$ cat src/rtl/csel_pkg.sv
package csel_pkg;
  localparam int REG_W      = 32;
  localparam int SETUP_W    = 5;
  localparam int HOLD_W     = 5;
  localparam int EXTRA_W    = 3;
  localparam int GAP_W      = 6;

  localparam int POS_SETUP_EN = 0;
  localparam int POS_HOLD_EN  = 1;
  localparam int POS_SETUP    = 2;
  localparam int POS_HOLD     = 7;
  localparam int POS_EXTRA    = 12;
  localparam int POS_GAP      = 25;

  localparam logic [REG_W-1:0] REG_RESET = 32'h0000_B084;
  // writable: bits 16:0 and 30:24
  localparam logic [REG_W-1:0] REG_MASK  = 32'h7F01_FFFF;

  typedef enum logic [2:0] {
    S_IDLE = 3'd0,
    S_PREP = 3'd1,
    S_DATA = 3'd2,
    S_HOLD = 3'd3,
    S_GAP  = 3'd4
  } phase_e;
endpackage

$ cat src/rtl/csel_cfg_reg.sv
module csel_cfg_reg #(
  parameter int               DW    = 32,
  parameter logic [DW-1:0]    RST_V = '0,
  parameter logic [DW-1:0]    WMASK = '1
) (
  input  logic          clk,
  input  logic          rst,
  input  logic          we,
  input  logic [DW-1:0] wdata,
  output logic [DW-1:0] q
);
  always_ff @(posedge clk) begin
    if (rst)     q <= RST_V & WMASK;
    else if (we) q <= wdata & WMASK;
  end

  // bits outside the writable mask never become set
  a_r2_reserved_zero: assert property (@(posedge clk) disable iff (rst)
    (q & ~WMASK) == '0);
endmodule

$ cat src/rtl/csel_down_cnt.sv
module csel_down_cnt #(
  parameter int W = 6
) (
  input  logic         clk,
  input  logic         rst,
  input  logic         load,
  input  logic [W-1:0] load_val,
  input  logic         dec,
  output logic [W-1:0] cnt,
  output logic         zero
);
  always_ff @(posedge clk) begin
    if (rst)                    cnt <= '0;
    else if (load)              cnt <= load_val;
    else if (dec && cnt != '0)  cnt <= cnt - 1'b1;
  end

  assign zero = (cnt == '0);
endmodule

$ cat src/rtl/csel_fsm.sv
module csel_fsm
  import csel_pkg::*;
#(
  parameter int SW = 5,
  parameter int PW = 6,
  parameter int GW = 6
) (
  input  logic          clk,
  input  logic          rst,
  input  logic          start,
  input  logic          data_done,
  input  logic          sclk_en,
  input  logic          setup_en,
  input  logic          hold_en,
  input  logic [SW-1:0] setup_len,
  input  logic [PW-1:0] hold_len,
  input  logic [GW-1:0] gap_len,
  input  logic [PW-1:0] pcnt,
  input  logic          pzero,
  input  logic          gzero,
  output logic          p_load,
  output logic [PW-1:0] p_val,
  output logic          p_dec,
  output logic          g_load,
  output logic [GW-1:0] g_val,
  output logic          g_dec,
  output logic          cs_n,
  output logic          busy,
  output logic          done,
  output logic          ready,
  output logic          ph_prep,
  output logic          ph_data,
  output logic          ph_hold
);
  phase_e st_q, nxt;
  logic   nxt_low;

  assign ready = (st_q == S_IDLE) || (st_q == S_GAP && gzero);

  always_comb begin
    nxt    = st_q;
    p_load = 1'b0;
    p_val  = '0;
    p_dec  = 1'b0;
    g_load = 1'b0;
    g_val  = gap_len;
    g_dec  = 1'b0;
    case (st_q)
      S_IDLE: begin
        if (start) begin
          p_load = 1'b1;
          p_val  = PW'(setup_len);
          nxt    = setup_en ? S_PREP : S_DATA;
        end
      end
      S_PREP: begin
        if (sclk_en) begin
          if (pzero) nxt = S_DATA;
          else       p_dec = 1'b1;
        end
      end
      S_DATA: begin
        if (data_done) begin
          if (hold_en && hold_len != '0) begin
            nxt    = S_HOLD;
            p_load = 1'b1;
            p_val  = hold_len - 1'b1;
          end else begin
            nxt    = S_GAP;
            g_load = 1'b1;
          end
        end
      end
      S_HOLD: begin
        if (sclk_en) begin
          if (pzero) begin
            nxt    = S_GAP;
            g_load = 1'b1;
          end else begin
            p_dec = 1'b1;
          end
        end
      end
      S_GAP: begin
        if (!gzero) begin
          g_dec = 1'b1;
        end else if (start) begin
          p_load = 1'b1;
          p_val  = PW'(setup_len);
          nxt    = setup_en ? S_PREP : S_DATA;
        end else begin
          nxt = S_IDLE;
        end
      end
      default: nxt = S_IDLE;
    endcase
  end

  assign nxt_low = (nxt == S_PREP) || (nxt == S_DATA) || (nxt == S_HOLD);

  always_ff @(posedge clk) begin
    if (rst) begin
      st_q    <= S_IDLE;
      cs_n    <= 1'b1;
      busy    <= 1'b0;
      done    <= 1'b0;
      ph_prep <= 1'b0;
      ph_data <= 1'b0;
      ph_hold <= 1'b0;
    end else begin
      st_q    <= nxt;
      cs_n    <= !nxt_low;
      busy    <= nxt_low;
      done    <= (st_q == S_DATA || st_q == S_HOLD) && nxt == S_GAP;
      ph_prep <= (nxt == S_PREP);
      ph_data <= (nxt == S_DATA);
      ph_hold <= (nxt == S_HOLD);
    end
  end

  // while the gap counter is non-zero chip-select stays released
  a_r8_gap_keeps_high: assert property (@(posedge clk) disable iff (rst)
    (st_q == S_GAP && !gzero) |=> cs_n);

  // without a completion phase, data_done releases chip-select next cycle
  a_r7_release_no_hold: assert property (@(posedge clk) disable iff (rst)
    (st_q == S_DATA && data_done && !hold_en) |=> (cs_n && st_q == S_GAP));

  // setup disabled skips the preparation phase
  a_r4_skip_prep: assert property (@(posedge clk) disable iff (rst)
    (st_q == S_IDLE && start && !setup_en) |=> (st_q == S_DATA && !cs_n));

  // phase counter frozen between SPI clock pulses
  a_r10_count_on_sclk: assert property (@(posedge clk) disable iff (rst)
    ((st_q == S_PREP || st_q == S_HOLD) && !sclk_en) |=> $stable(pcnt));

  // release pulse lasts one cycle
  a_r9_done_single: assert property (@(posedge clk) disable iff (rst)
    done |=> !done);
endmodule

$ cat src/rtl/csel_timer.sv
module csel_timer
  import csel_pkg::*;
#(
  parameter int SW = SETUP_W,
  parameter int HW = HOLD_W,
  parameter int EW = EXTRA_W,
  parameter int GW = GAP_W
) (
  input  logic             clk,
  input  logic             rst,
  input  logic             cfg_we,
  input  logic [REG_W-1:0] cfg_wdata,
  output logic [REG_W-1:0] cfg_rdata,
  input  logic             sclk_en,
  input  logic             ecc_mode,
  input  logic             start,
  input  logic             data_done,
  output logic             cs_n,
  output logic             busy,
  output logic             done,
  output logic             ready,
  output logic             ph_prep,
  output logic             ph_data,
  output logic             ph_hold
);
  localparam int SUM_W = ((HW > EW) ? HW : EW) + 1;
  localparam int PW    = (SW > SUM_W) ? SW : SUM_W;

  logic [REG_W-1:0] cfg_q;
  logic             setup_en, hold_en;
  logic [SW-1:0]    setup_len;
  logic [HW-1:0]    hold_base;
  logic [EW-1:0]    hold_extra;
  logic [GW-1:0]    gap_len;
  logic [PW-1:0]    hold_len;

  logic          p_load, p_dec, pzero;
  logic [PW-1:0] p_val, pcnt;
  logic          g_load, g_dec, gzero;
  logic [GW-1:0] g_val, gcnt;

  csel_cfg_reg #(.DW(REG_W), .RST_V(REG_RESET), .WMASK(REG_MASK)) u_cfg (
    .clk(clk), .rst(rst), .we(cfg_we), .wdata(cfg_wdata), .q(cfg_q)
  );

  assign cfg_rdata  = cfg_q;
  assign setup_en   = cfg_q[POS_SETUP_EN];
  assign hold_en    = cfg_q[POS_HOLD_EN];
  assign setup_len  = cfg_q[POS_SETUP +: SW];
  assign hold_base  = cfg_q[POS_HOLD  +: HW];
  assign hold_extra = cfg_q[POS_EXTRA +: EW];
  assign gap_len    = cfg_q[POS_GAP   +: GW];
  assign hold_len   = PW'(hold_base) + (ecc_mode ? PW'(hold_extra) : PW'(0));

  csel_down_cnt #(.W(PW)) u_phase_cnt (
    .clk(clk), .rst(rst), .load(p_load), .load_val(p_val), .dec(p_dec),
    .cnt(pcnt), .zero(pzero)
  );

  csel_down_cnt #(.W(GW)) u_gap_cnt (
    .clk(clk), .rst(rst), .load(g_load), .load_val(g_val), .dec(g_dec),
    .cnt(gcnt), .zero(gzero)
  );

  csel_fsm #(.SW(SW), .PW(PW), .GW(GW)) u_fsm (
    .clk(clk), .rst(rst), .start(start), .data_done(data_done),
    .sclk_en(sclk_en), .setup_en(setup_en), .hold_en(hold_en),
    .setup_len(setup_len), .hold_len(hold_len), .gap_len(gap_len),
    .pcnt(pcnt), .pzero(pzero), .gzero(gzero),
    .p_load(p_load), .p_val(p_val), .p_dec(p_dec),
    .g_load(g_load), .g_val(g_val), .g_dec(g_dec),
    .cs_n(cs_n), .busy(busy), .done(done), .ready(ready),
    .ph_prep(ph_prep), .ph_data(ph_data), .ph_hold(ph_hold)
  );

  // busy mirrors the asserted chip-select
  a_r9_busy_is_low_cs: assert property (@(posedge clk) disable iff (rst)
    busy == !cs_n);

  // gap counter never runs while chip-select is asserted
  a_r8_gap_idle_in_burst: assert property (@(posedge clk) disable iff (rst)
    (!cs_n && !done) |-> $stable(gcnt) || g_load);
endmodule

$ cat config.mk
export PLATFORM = sky130hd
export DESIGN_NAME = csel_timer
export DESIGN_NICKNAME = d
export VERILOG_FILES = /design/src/rtl/csel_pkg.sv /design/src/rtl/csel_cfg_reg.sv /design/src/rtl/csel_down_cnt.sv /design/src/rtl/csel_fsm.sv /design/src/rtl/csel_timer.sv
export SDC_FILE = /design/constraint.sdc
export NUM_CORES = 1
export LEC_CHECK = 0
export BUFFER_PORTS_ARGS = -buffer_cell sky130_fd_sc_hd__buf_2
export CELL_PAD_IN_SITES_DETAIL_PLACEMENT = 0
export CELL_PAD_IN_SITES_GLOBAL_PLACEMENT = 1
export CORE_MARGIN = 5
export CORE_UTILIZATION = 40
export DETAILED_ROUTE_END_ITERATION = 16
export MAX_ROUTING_LAYER = met4
export PLACE_DENSITY = 0.87
export SYNTH_ARGS = -nofsm -noshare
export SYNTH_HDL_FRONTEND = slang
export SYNTH_SLANG_ARGS = --single-unit
$ cat constraint.sdc
create_clock -name clk -period 8.1 [get_ports clk]
set_input_delay 0.81 -clock clk [delete_from_list [all_inputs] [get_ports clk]]
set_output_delay 0.81 -clock clk [all_outputs]
set_load 0.03 [all_outputs]
==> flow_summary.yaml, run 1 <==
floorplan:
  core_area_um2: 6030
  die-area_um2: 7980
  num_rows: 28
  io_pins: 78
  initial_utilization_pct: 41.8
  die_w_um: 89.3
  die_h_um: 89.3
global_routing:
  grt_pass1_vias: 2035
  grt_first_pass_wirelength_mm: 9.81
  grt_max_degree: 38
  grt_overflow: 0
  grt_use_total_pct: 16.0
  grt_antenna_before_repair: 0
placed_design:
  gp_congestion: 0.806
  placed_cell_area_um2: 2820
  place_hpwl_mm: 4.41
  dp.cells: 403
  numPortBuffers: 61
timing:
  fin_skew_ns: 0.00654
  worstMarginPinSlew_ns: 0.761
  rsz0062_at_grt: "no"
  fin_tns_setup_ns: 0
  hold_ws_ns: 0.475
  fin_crit_ns: 3.29
  timing_hold_violations_final: 0
  setup_viol: 0
  slew_headroom_pct: 48.7
  period_share_pct: 40.7
  drv_slew: 0
  max_freq_mhz: 304
cells_and_area:
  nFillCells: 590
  fin_nets: 382
  drive_gt1_share_pct: 22.9
  finalInstanceArea_um2: 2910
  syn_to_final_growth_pct: 15.8
  instances_no_fill: 411
  fin_util_pct: 48.3
  num_antenna_cells: 0
cts:
  cts_post_setup_buffers_inserted: 0
  cts_hold_buffers: 0
  htreeDepth: 2
  cts_made_buffers: 5
  cts_resized: 0
  clkTransAtPathRegs_ns: 0.09
  cts.sinks: 45
  cts_root_buffer: "clkbuf_8"
  clk_latency_ns: 0.29
  cts_max_path_buffers: 2
  cts_tree: "done"
synthesis:
  yosys-top-cells-area: "dfxtp_1, mux2i_1, nor2_1"
  synth_edf_count: 0
  synth.yosys.seq_area_share_pct: 35.8
  netlist_instances: 281
  avgSynthCellArea_um2: 8.95
  synth-seq-cells: 45
  yosysWarnings: 0
  yosysTopAreaCellShare_pct: 35.8
  synthArstFlopShare_pct: 0
  synthDistinctLibCells: 58
  synthFlopType: "dfxtp_1"
  yosys.area.top_type: "dfxtp_1"
  syn_area_um2: 2520
route:
  totalWireLength_mm: 5.85
  postRouteAntennaNets: 0
  viasPerCell: 5.21
  vias: 2141
  wl_per_cell_um: 14.2
  drc: 0
  drt_pass1_iterations: 4
  dr.first_iter.drc_count: 162
worst_hold_path:
  hold_class: "reg2reg"
power:
  share_comb_of_total_power_pct: 34.5
  internal-power_uw: 393
  vdd_drop_max_uv: 164
  power_density_nw_per_um2: 216
  pwr-share-clk_pct: 23.0
  p_switching_uw: 236
  leakage_nw: 1.32
  switching_share_pct: 37.5
  power_frac_seq_pct: 42.6
setup_path:
  crit_path_end_kind: "flop"
  worst-setup-path-type: "in2reg"
  required_ns: 8.29
  arrival_ns: 3.48
  critPathMaxFanout: 5
  worstSetupStartpointType: "input pin"
status:
  status: "finished, final reports clean"
job:
  maxCapViolCount: 0
logic make-up (layout without fill, tap and decap cells):
logic type / after synthesis / after routing / synth area share [%]
compound gates: 65 / 65 / 19.3
xor+xnor: 8 / 8 / 2.78
fa+ha+maj: 8 / 8 / 4.28
buf+inv: 32 / 80 / 6.56
flops: 45 / 45 / 35.8
mux: 26 / 26 / 10.4
other cells: 1 / 8 / 0.149
simple gates: 96 / 96 / 20.7
cell usage after synthesis, types with 2 or more instances:
cell and instances:
a21boi_0 3, a21o_1 4, a21oi_1 18, a221oi_1 2, a32oi_1 2, and2_1 2
and3_1 5, buf_1 2, buf_4 10, clkbuf_1 8, dfxtp_1 45, ha_1 7
inv_1 11, mux2i_1 25, nand2_1 12, nand2b_1 5, nand3_1 9, nor2_1 30
nor2b_1 2, nor3_1 6, nor3b_1 8, nor4_1 2, nor4b_1 4, o211a_1 3
o211ai_1 13, o21ai_0 4, or3_1 2, xnor2_1 6, xor2_1 2
final cells by class:
type / instances / area [um^2] / share of cell area [%]
Multi-Input combinational cell: 211 / 1480 / 50.7
Clock buffer: 5 / 68.8 / 2.36
Timing Repair Buffer: 61 / 305 / 10.5
Inverter: 11 / 41.3 / 1.42
Sequential cell: 45 / 901 / 30.9
Tap cell: 75 / 93.8 / 3.22
Clock inverter: 3 / 26.3 / 0.902
layer usage:
metal  track usage (%)  vias up  share of wire [%]
li1                  -     1118                  -
met1              22.1      973                 51
met2              24.7       48                 44
met3              2.21        2                4.0
met4              3.65        0               0.82
met5                 -        -                  0
registers in the layout, indices dropped and copies added (netlist names):
register and flops:
u_fsm.busy 1, u_fsm.ph_hold 1, u_fsm.st_q 3, u_fsm.ph_data 1
u_fsm.done 1, u_fsm.cs_n 1, u_fsm.ph_prep 1, u_phase_cnt.cnt 6
u_cfg.q 24, u_gap_cnt.cnt 6
worst paths after layout:
| check | startpoint | to | slack [ns] | cells after the start |
|---|---|---|---|---|
| worst max register to register | u_cfg.q[12] | u_gap_cnt.cnt[4] | 5.05 | 10 |
| worst min-delay path | u_cfg.q[15] | u_cfg.q[15] | 0.47 | 2 |
| worst max-delay path | ecc_mode | u_gap_cnt.cnt[4] | 4.81 | 11 |
| worst min register to register | u_cfg.q[15] | u_cfg.q[15] | 0.47 | 2 |
power by group through the flow:
stage               combinational (mW)  sequential (mW)  clock, mW
CTS                              0.217            0.267      0.149
detailed placement               0.216            0.272          0
global route                     0.241            0.271      0.157
global placement                 0.214            0.271          0
finish                           0.217            0.267      0.144
floorplan                        0.150            0.289          0
layout by cell type (no fill, tap or decap), types with 6 or more instances in the layout:
master	count
mux2i_1	25
ha_1	7
inv_1	11
dfxtp_1	45
o211ai_1	13
nor3_1	6
a21oi_1	18
nand3_1	9
nand2_1	12
nor3b_1	8
xnor2_1	6
conb_1	8
nor2_1	30
buf_2	61
metrics by stage:
| stage | worst slack (ns) | power, mW |
|---|---|---|
| finish | 4.81 | 0.628 |
| global route | 4.63 | 0.669 |
| CTS | 4.83 | 0.633 |
| detailed placement | 4.51 | 0.488 |
| global placement | 4.53 | 0.485 |
| floorplan | 4.92 | 0.439 |
worst max-delay path, cell delays in order:
cell and delay [ns]:
buf_2 0.10, and2_1 0.12, ha_1 0.18, inv_1 0.06, fa_1 0.55, ha_1 0.19
or3b_4 0.40, o22ai_4 0.21, o211a_1 0.25, o21ai_0 0.30, o211a_1 0.31
Power figures use the tool's default switching activity.
==> run 2: changes to the inputs <==
Settings changed: CORE_UTILIZATION 40 to 34, PLACE_DENSITY 0.87 to 0.79.
Clock period 8.1 ns to 2.8 ns, I/O delays scaled along.
==> run 2 against run 1 <==
  * The flow now finishes with violations (setup timing)
  * Non-clock buffer count is 11 higher
  * Sequential share of layout area down 1.8 points
  * Global-route usage is 1.9 points lower
  * Sequential power rose to 2.9 times the previous value
  * Worst hold slack worse by 0.28 ns
  * Clock power rose to 3.6 times the previous value
  * Power increased to 3.2 times the previous value
  * Final cell count grew 8.5%
  * Largest cell class unchanged
==> flow_summary.yaml, run 2 (synthesis results as in run 1) <==
setup_path:
  crit_family: "compound AO/OA/AOI/OAI gates"
  arrival_ns: 3.03
  critPathBufInv: 1
  r2r_cells: 10
  slowest_delay_ns: 0.56
  crit_chain: "and2_4, ha_4, inv_2, fa_1, ha_2, or3b_4, o22ai_4, o21ai_4, a221o_1, a221oi_2"
  crit_path_end_kind: "flop"
  path_depth: 10
  required_ns: 3.01
  critical_path.slowest_cell: "fa_1"
  worstSetupStartpointType: "flop"
  critPathMaxFanout: 5
  worst-setup-path-type: "reg2reg"
cells_and_area:
  final_common_cell: "buf_2"
  syn_to_final_growth_pct: 23.4
  reg.largest.list: "u_cfg.q: 24 flops, u_gap_cnt.cnt: 6 flops, u_phase_cnt.cnt: 6 flops"
  finalInstanceArea_um2: 3110
  largest_reg_flops: 24
  fin_nets: 393
  final_cell_mix: "buf_2, dfxtp_1, nor2_1"
  regMostFlops: "u_cfg.q"
  num_antenna_cells: 0
  nFillCells: 775
  fin_util_pct: 43.0
  drive_gt1_share_pct: 27.7
timing:
  rsz0062_at_grt: "yes"
  drv_slew: 0
  timing_hold_violations_final: 0
  slew_headroom_pct: 50.5
  fin_ws_ns: -0.0132
  period_share_pct: 100
  fin_skew_ns: 0.00719
  fin_tns_setup_ns: -0.0132
  max_freq_mhz: 355
  setup_viol: 1
  fin_crit_ns: 2.81
  worstMarginPinSlew_ns: 0.742
placed_design:
  place_ws_ns: -0.0333
  numPortBuffers: 61
  gp_congestion: 0.804
  place_hpwl_mm: 4.74
  placed_cell_area_um2: 2910
power:
  leakage_nw: 1.39
  power_density_nw_per_um2: 640
  share_comb_of_total_power_pct: 35.1
  internal-power_mw: 1.29
  finalPower_mw: 1.99
  power_frac_seq_pct: 38.9
  pwr-share-clk_pct: 26.0
  vdd_drop_max_uv: 321
  p_switching_uw: 696
  switching_share_pct: 35.0
floorplan:
  die-area_um2: 9220
  io_pins: 78
  core_area_um2: 7210
  die_w_um: 96.0
  initial_utilization_pct: 34.9
  num_rows: 31
  die_h_um: 96.0
global_routing:
  grt_antenna_before_repair: 0
  grt_max_degree: 37
  grt_overflow: 0
  grt_use_total_pct: 14.1
  grt_pass1_vias: 2061
  grt_first_pass_wirelength_mm: 9.94
route:
  totalWireLength_mm: 6.30
  drt_pass1_iterations: 4
  viasPerCell: 4.98
  vias: 2219
  drc: 0
  wl_per_cell_um: 14.1
  postRouteAntennaNets: 0
  dr.first_iter.drc_count: 81
worst_hold_path:
  hold_class: "in2reg"
  hold_depth: 3
cts:
  clk_latency_ns: 0.30
  htreeDepth: 2
  cts_tree: "done"
  cts_max_path_buffers: 2
  cts_hold_buffers: 0
  cts.sinks: 45
  cts_root_buffer: "clkbuf_8"
  clkTransAtPathRegs_ns: 0.09
  cts_made_buffers: 5
status:
  status: "finished, violations left"
  violations: "setup timing"
job:
  maxCapViolCount: 0
-- run 2: cell types whose count changed in the layout (fill, tap and decap cells not counted), moves of 2 or more --
| cell | change |
|---|---|
| buf_4 | +10 |
| ha_1 | -2 |
| clkinv_4 | -2 |
| dfxtp_2 | +2 |
| dfxtp_1 | -2 |
-- run 2: through the flow --
stage               std cells  hold WS (ns)
floorplan                 288         0.409
global placement          435         0.449
detailed placement        435         0.456
CTS                       443         0.182
global route              446         0.197
finish                    446         0.190
-- run 2: worst paths after layout --
| kind | startpoint | end | slack (ns) |
|---|---|---|---|
| setup reg to reg | u_cfg.q[12] | u_phase_cnt.cnt[1] | -0.01 |
| hold / removal | cfg_wdata[2] | u_cfg.q[2] | 0.19 |
| hold reg to reg | u_cfg.q[15] | u_cfg.q[15] | 0.48 |
| setup / recovery | u_cfg.q[12] | u_phase_cnt.cnt[1] | -0.01 |
-- run 2: power by group through the flow --
stage	logic [mW]	registers (mW)	clock network (mW)
after floorplan	0.435	0.837	0
after global placement	0.647	0.785	0
after detailed placement	0.657	0.786	0
after CTS	0.660	0.772	0.528
after global routing	0.766	0.787	0.547
final	0.696	0.773	0.517
-- run 2: area by class of cell --
type	count	area, um^2	area share (%)
Sequential cell	45	903	29.1
Timing Repair Buffer	72	392	12.6
Clock inverter	2	37.5	1.21
Clock buffer	6	82.6	2.66
Tap cell	99	124	3.99
Inverter	11	41.3	1.33
Multi-Input combinational cell	211	1530	49.1
-- run 2: layer usage --
metal / global-route usage, % / wire length (um) / share of wire [%]
met4: 4.98 / 83 / 1.3
met1: 18.2 / 2970 / 47
met3: 2.19 / 290 / 4.6
met5: - / 0 / 0
met2: 22.3 / 2960 / 47
-- run 2: timing repair --
item / CTS / global route
setup buffers: 0 / 3
resized for setup: 0 / 11
endpoints found under the setup margin: 0 / 13
-- run 2: tightest hold or removal path, cell delays in order --
cell,delay (ns)
buf_2,0.07
mux2i_1,0.05
nand2_1,0.06
==> run 3: changes to the inputs <==
Settings changed: SYNTH_HIERARCHICAL from default to 1.
==> run 3 against run 2 <==
  * Wire length decreased by 19%
  * Combinational power fell by 36%
  * Clock power rose by 12%
  * Worst setup slack gained 0.18 ns
  * The flow now finishes without violations
==> flow_summary.yaml, run 3 <==
status:
  status: "finished, final reports clean"
cts:
  cts_tree: "done"
  clk_latency_ns: 0.30
  cts_root_buffer: "clkbuf_8"
  cts.sinks: 45
  htreeDepth: 2
  cts_made_buffers: 5
  clkTransAtPathRegs_ns: 0.09
  cts_max_path_buffers: 2
  cts_hold_buffers: 0
synthesis:
  synthTopCellsByCount: "dfxtp_1, nor2_1, mux2i_1"
  synthArstFlopShare_pct: 0
  yosysWarnings: 6
  netlist_instances: 266
  yosys.area.top_type: "dfxtp_1"
  synth.yosys.seq_area_share_pct: 36.7
  synthDistinctLibCells: 52
  yosysMostFrequentCell: "dfxtp_1"
  avgSynthCellArea_um2: 9.23
  yosys-top-cells-area: "dfxtp_1, mux2i_1, nor2_1"
  syn_area_um2: 2450
  yosysTopAreaCellShare_pct: 36.7
  synth_edf_count: 0
  synthFlopType: "dfxtp_1"
  synth-seq-cells: 45
power:
  switching_share_pct: 29.9
  power_density_nw_per_um2: 591
  leakage_nw: 1.36
  finalPower_mw: 1.76
  internal-power_mw: 1.23
  share_comb_of_total_power_pct: 25.3
  pwr-share-clk_pct: 32.9
  p_switching_uw: 526
  power_frac_seq_pct: 41.8
  vdd_drop_max_uv: 274
placed_design:
  place_hpwl_mm: 3.79
  dp.cells: 420
  gp_congestion: 0.762
  numPortBuffers: 61
cells_and_area:
  fin_util_pct: 41.7
  instances_no_fill: 429
  num_antenna_cells: 0
  regMostFlops: "u_cfg/q"
  fin_nets: 378
  final_cell_mix: "buf_2, dfxtp_1, nor2_1"
  syn_to_final_growth_pct: 21.3
  reg.largest.list: "u_cfg/q: 24 flops, u_gap_cnt/cnt: 6 flops, u_phase_cnt/cnt: 6 flops"
  drive_gt1_share_pct: 33.3
  final_common_cell: "buf_2"
  largest_reg_flops: 24
floorplan:
  io_pins: 78
  core_area_um2: 7140
  die-area_um2: 9020
  initial_utilization_pct: 34.4
  die_w_um: 95.0
  die_h_um: 95.0
  num_rows: 31
route:
  wl_met3_um: 254
  totalWireLength_mm: 5.07
  wl_met2_mm: 2.38
  wl_per_cell_um: 11.8
  viasPerCell: 4.62
  postRouteAntennaNets: 0
  vias: 1982
  drt-met1-wl_mm: 2.35
  top_layer_used: "met4"
  drt_pass1_iterations: 4
  drc: 0
  dr.first_iter.drc_count: 34
timing:
  max_freq_mhz: 379
  period_share_pct: 94.1
  timing_hold_violations_final: 0
  slew_headroom_pct: 44.4
  worstMarginPinSlew_ns: 0.835
  hold_ws_ns: 0.183
  rsz0062_at_grt: "no"
  drv_slew: 0
  fin_skew_ns: 0.00597
  setup_viol: 0
  fin_crit_ns: 2.64
setup_path:
  critPathMaxFanout: 6
  r2r_cells: 14
  cp_common_cell: "buf_4"
  startpoint: "u_cfg/q[12]"
  critical_path.slowest_cell: "a211o_4"
  arrival_ns: 2.79
  worstSetupStartpointType: "flop"
  crit_chain: "and2_1, ha_2, fa_2, a21o_1, nand2_2, xnor2_2, nor4_2, buf_4, a211o_4, nand2b_1, inv_2, buf_4, nor2_1, nor3_1"
  required_ns: 2.96
  crit_path_end_kind: "flop"
  worst-setup-path-type: "reg2reg"
  slowest_delay_ns: 0.36
  reg2reg_from: "u_cfg/q[12]"
global_routing:
  grt_overflow: 0
  grt_antenna_before_repair: 0
  grt_first_pass_wirelength_mm: 8.29
  grt_use_total_pct: 11.7
  grt_max_degree: 45
  grt_pass1_vias: 1924
job:
  maxCapViolCount: 0
worst_hold_path:
  hold_class: "in2reg"
  hold_depth: 2
  hold_start: "cfg_wdata[13]"
[run 3: cell count changes in the layout (fill, tap and decap cells not counted), moves of 5 or more]
cell / delta
o211ai_1: -13
a21oi_1: -11
nand3_1: -8
nor3b_1: -8
nor2_1: +6
a211o_1: +5
a211oi_1: +5
nor3_1: +5
[run 3: area by class of cell]
cell class                      count  area [um^2]
Timing Repair Buffer               72          400
Fill cell                         764         4160
Multi-Input combinational cell    192         1370
Sequential cell                    45          902
Clock buffer                        5         68.8
Inverter                           13         48.8
Tap cell                           99          124
Clock inverter                      3         65.1
[run 3: power by group through the flow]
stage	Combinational [mW]	Clock, mW	Sequential, mW
final	0.445	0.579	0.736
after floorplan	0.282	0	0.800
after global routing	0.492	0.619	0.745
after CTS	0.447	0.594	0.736
after global placement	0.430	0	0.749
after detailed placement	0.438	0	0.750
[run 3: final timing paths]
path	to	slack, ns
worst max-delay path	u_phase_cnt/cnt[3]	0.16
worst max register to register	u_phase_cnt/cnt[3]	0.16
worst min register to register	u_gap_cnt/cnt[3]	0.49
worst min-delay path	u_cfg/q[13]	0.18
[run 3: per-stage QoR]
step                      cell area [um^2]  setup slack (ns)  TNS, ns
final                                 2980             0.165        0
after global routing                  2980           0.00186        0
after CTS                             2950            0.0106        0
after detailed placement              2810            -0.125   -0.338
after global placement                2810           -0.0104  -0.0104
after floorplan                       2480           0.00866        0
[run 3: per-layer routing]
metal,GRT usage (%),vias up
li1,-,1024
met1,13.6,905
met2,18.8,45
met3,3.51,8
met4,4.81,0
met5,-,-
[run 3: worst max-delay path: cells and delay by family (launching register included)]
kind            cells  cell delay [ns]
fa+ha+maj           2             0.53
buf+inv             3             0.38
compound gates      2             0.55
flops               1             0.33
xor+xnor            1             0.12
simple gates        6             0.58
[run 3: kinds of logic (layout without fill, tap and decap cells)]
group,after synthesis,after routing,synth area share (%)
and+or+nand+nor,99,99,22.5
DFF,45,45,36.7
muxes,22,22,9.02
xor gates and xnor gates,11,11,3.92
buffers and inverters,36,93,9.68
other,1,8,0.153
AOI/OAI and AO/OA,42,42,12.6
adders and majority gates,10,10,5.40
[run 3: repair_timing]
action                                  in CTS  in global routing
endpoints found under the setup margin       4                 11
pin swaps                                    1                  4
setup buffers                                1                  0
gates resized for setup                      3                  7
